## src/rtl/bcd_addsub_pkg.sv

```systemverilog
package bcd_addsub_pkg;

  typedef logic [3:0] bcdDigit_t;

  // Strobes handed from the mode control to the digit datapath
  typedef struct packed {
    logic complementSub;  // replace each subtrahend digit by 9 - digit
    logic carrySeed;      // carry injected into the lowest digit
  } modeStrobes_t;

  localparam bcdDigit_t DIGIT_NINE = 4'd9;
  localparam bcdDigit_t DIGIT_SIX  = 4'd6;

endpackage

```

## src/rtl/bcd_mode_ctrl.sv

```systemverilog
module bcd_mode_ctrl
  import bcd_addsub_pkg::*;
(
  input  logic         subMode,
  output modeStrobes_t strobes
);

  // Subtraction = add nines complement plus one at the bottom digit
  always_comb begin
    strobes.complementSub = subMode;
    strobes.carrySeed     = subMode;
  end

endmodule

```

## src/rtl/bcd_digit_stage.sv

```systemverilog
module bcd_digit_stage
  import bcd_addsub_pkg::*;
(
  input  bcdDigit_t augend,
  input  bcdDigit_t addend,
  input  logic      complementAddend,
  input  logic      carryIn,
  output bcdDigit_t digitSum,
  output logic      decimalCarry
);

  bcdDigit_t  effAddend;
  logic [4:0] rawSum;
  logic       needFix;
  bcdDigit_t  fixValue;

  // Optional nines complement of the second operand digit
  assign effAddend = complementAddend ? (DIGIT_NINE - addend) : addend;

  // First binary adder: operand digits plus incoming carry
  assign rawSum = {1'b0, augend} + {1'b0, effAddend} + {4'b0000, carryIn};

  // Sum above nine: binary carry, or 1010..1111 in the low nibble
  assign needFix = rawSum[4] | (rawSum[3] & rawSum[2]) | (rawSum[3] & rawSum[1]);

  // Second binary adder: add six or zero, drop the carry out
  assign fixValue     = needFix ? DIGIT_SIX : 4'd0;
  assign digitSum     = rawSum[3:0] + fixValue;
  assign decimalCarry = needFix;

endmodule

```

## src/rtl/bcd_chain_datapath.sv

```systemverilog
module bcd_chain_datapath
  import bcd_addsub_pkg::*;
#(
  parameter int DIGITS = 4
) (
  input  logic [4*DIGITS-1:0] opA,
  input  logic [4*DIGITS-1:0] opB,
  input  modeStrobes_t        strobes,
  output logic [4*DIGITS-1:0] result,
  output logic                carryOut
);

  logic [DIGITS:0] carryChain;

  assign carryChain[0] = strobes.carrySeed;

  for (genvar d = 0; d < DIGITS; d++) begin : g_digit
    bcd_digit_stage u_stage (
      .augend          (opA[4*d +: 4]),
      .addend          (opB[4*d +: 4]),
      .complementAddend(strobes.complementSub),
      .carryIn         (carryChain[d]),
      .digitSum        (result[4*d +: 4]),
      .decimalCarry    (carryChain[d+1])
    );
  end

  assign carryOut = carryChain[DIGITS];

endmodule

```

## src/rtl/bcd_addsub.sv

```systemverilog
module bcd_addsub
  import bcd_addsub_pkg::*;
#(
  parameter int DIGITS = 4
) (
  input  logic [4*DIGITS-1:0] opA,
  input  logic [4*DIGITS-1:0] opB,
  input  logic                subMode,
  output logic [4*DIGITS-1:0] result,
  output logic                carryOut
);

  modeStrobes_t strobes;

  bcd_mode_ctrl u_ctrl (
    .subMode(subMode),
    .strobes(strobes)
  );

  bcd_chain_datapath #(.DIGITS(DIGITS)) u_path (
    .opA     (opA),
    .opB     (opB),
    .strobes (strobes),
    .result  (result),
    .carryOut(carryOut)
  );

endmodule

```

## config.mk

```make
export PLATFORM = sky130hd
export DESIGN_NAME = bcd_addsub
export DESIGN_NICKNAME = d
export VERILOG_FILES = /design/src/rtl/bcd_addsub_pkg.sv /design/src/rtl/bcd_mode_ctrl.sv /design/src/rtl/bcd_digit_stage.sv /design/src/rtl/bcd_chain_datapath.sv /design/src/rtl/bcd_addsub.sv
export SDC_FILE = /design/constraint.sdc
export NUM_CORES = 1
export LEC_CHECK = 0
export ABC_AREA = 0
export BUFFER_PORTS_ARGS = -buffer_cell sky130_fd_sc_hd__buf_2
export CAP_MARGIN = 20
export CORE_MARGIN = 1.5
export CORE_UTILIZATION = 52
export DETAILED_ROUTE_END_ITERATION = 6
export PLACE_DENSITY = 0.9
export SYNTH_ARGS = -nofsm -noshare
export SYNTH_HDL_FRONTEND = slang
export SYNTH_SLANG_ARGS = --single-unit
```

## constraint.sdc

```tcl
create_clock -name vclk -period 22
set_input_delay 2.2 -clock vclk [all_inputs]
set_output_delay 2.2 -clock vclk [all_outputs]
set_load 0.005 [all_outputs]
```

==> flow_summary.yaml <==
power_and_ir_drop:
  power_density_nw_per_um2: 60.23
  p_leak_nw: 0.7412
  peakVddDrop_v: 0.00004135
worst_setup_path:
  crit_path_end_kind: "output port"
  cpPeakStageDelay_ns: 0.46
  critPathArrivalTime_ns: 9.41
  cp_slowest_cell: "o31ai_1"
  worstSetupStartpoint: "opB[1]"
  crit_top_cell: "fa_1"
  setup.worst_path.start_class: "input pin"
  crit_fanout: 4
  cp_num_buf_inv: 4
  cpLargestDelayFamily: "adder cells"
  crit_type: "input pin to output port"
  cp_data_required_time_ns: 19.80
final_layout:
  syn2layout_area_growth_pct: 25.35
  clockBufferCount: 0
  drive_gt1_frac: 0.3155
  seq_cells: 0
  antenna_cells: 0
  layout.cells.non_filler: 195
  fin_util: 0.6849
  register_area_sq_um: 0
  fin_nets: 234
  n_fill_cell: 160
global_route:
  antenna_found_initial: 0
  grt_max_degree: 17
  grt_pass1_wl_um: 3450
  grt_pass1_vias: 941
  gr-total-overflow: 0
  grt.total_usage: 0.1991
floorplan:
  fp.dieH_um: 48.17
  ios: 50
  start_util: 0.5464
  die_width_um: 48.17
  num_rows: 16
  core_sq_um: 1942
  die_area_sq_um: 2320
detailed_routing:
  first_pass_iters: 4
  drc_errors: 0
  via_count: 1007
  ant_nets: 0
  viasPerCell: 5.164
  routed_wl_um: 2240
  routedWlPerCell_um: 11.49
  drtIter0Drc: 13
timing:
  hold_violations: 0
  setup_violations: 0
  setup_tns_ns: 0
  rsz0062_at_grt: "false"
  max_clock_freq_ghz: 0.08616
  drv_slew: 0
  finalCritPeriodShare: 0.5276
  period_needed_ns: 11.61
  worst-slew-pin-transition_ns: 0.4707
  slew_headroom: 0.6835
synth:
  synthCells: 120
  seq_area_frac_synth: 0
  synth_most_common_cell: "inv_1"
  synthTopCellsByArea: "ha_1 24%, fa_1 21%, xnor2_1 8.3%, inv_1 7.4%, xor2_1 5.0%"
  synth.distinct_cells: 32
  netlist_area_sq_um: 1061
  synth_top_cell_area_share: 0.2358
  ys_warn_count: 0
  synth.largest_area_cell: "ha_1"
  synth_common_cells: "21 x inv_1, 20 x ha_1, 11 x fa_1"
  synth_fp_nets: 184
  synth_area_per_cell_sq_um: 8.842
run:
  cap_violations: 0
place:
  place_inst: 195
  dp_hpwl_um: 2044
  gp_congestion: 0.8510
  port_buffers: 50
worst_hold_path:
  hp-start: "opA[0]"
  hold_path_class: "input pin to output port"
clock_network:
  postCtsSetupRepairBufs: 0
  hold_buffers: 0
  cts-resized-gates: 0
run_status:
  status: "complete, no violations"
## placed cells by master, fill, tap and decap left out, types with 2 or more instances in the layout
| master | netlist | layout |
|---|---|---|
| nor2_1 | 3 | 3 |
| buf_2 | 0 | 50 |
| fa_1 | 11 | 11 |
| ha_1 | 20 | 20 |
| inv_1 | 21 | 21 |
| a21o_1 | 3 | 3 |
| o21ai_0 | 6 | 6 |
| nand2_1 | 8 | 8 |
| xnor3_1 | 2 | 2 |
| nand2b_1 | 2 | 2 |
| o21a_1 | 4 | 4 |
| nor2b_1 | 5 | 5 |
| xor2_1 | 6 | 6 |
| xnor2_1 | 10 | 10 |
## logic make-up after synthesis
logic type                 after synthesis  share of synthesized area
adders and majority gates               31                     0.4434
AOI/OAI and AO/OA                       24                     0.1722
and+or+nand+nor                         23                     0.1073
buffers and inverters                   23                    0.08844
xor gates and xnor gates                18                     0.1745
muxes                                    1                    0.01415
## stage by stage
stage	cell area, sq um	total power (W)	worst slack (ns)	hold slack, ns
2_1_floorplan	1061	0.00005290	11.06	4.451
3_3_place_gp	1330	0.00007683	10.77	4.679
3_5_place_dp	1330	0.00008035	10.39	4.680
4_1_cts	1330	0.00008104	10.38	4.680
5_1_grt	1330	0.00009204	9.982	4.698
6_report	1330	0.00008011	10.39	4.674
## where the power goes
group	total, W	internal, W	switching (W)
Clock	0	0	0
Sequential	0	0	0
Combinational	0.0000801	0.0000420	0.0000381
## final timing paths
kind,endpoint,slack (ns),depth (start not counted)
setup / recovery,result[15],10.39,31
hold / removal,result[0],4.67,3
## area by class of cell
| class | instances | area, sq um | share of cell area |
|---|---|---|---|
| multi-input combinational | 97 | 967.2 | 0.7272 |
| timing repair buffer | 50 | 250.2 | 0.1881 |
| inverter | 21 | 78.83 | 0.05927 |
| tap | 27 | 33.78 | 0.02540 |
## metal layers
layer | vias to the layer above | routed length (um) | global-route usage
met2 | 32 | 1253 | 0.4000
met1 | 474 | 897 | 0.2362
met3 | 2 | 76 | 0
met4 | 0 | 12 | 0.03243
li1 | 499 | - | -
met5 | - | 0 | 0
(Power assumes the default switching activity.)
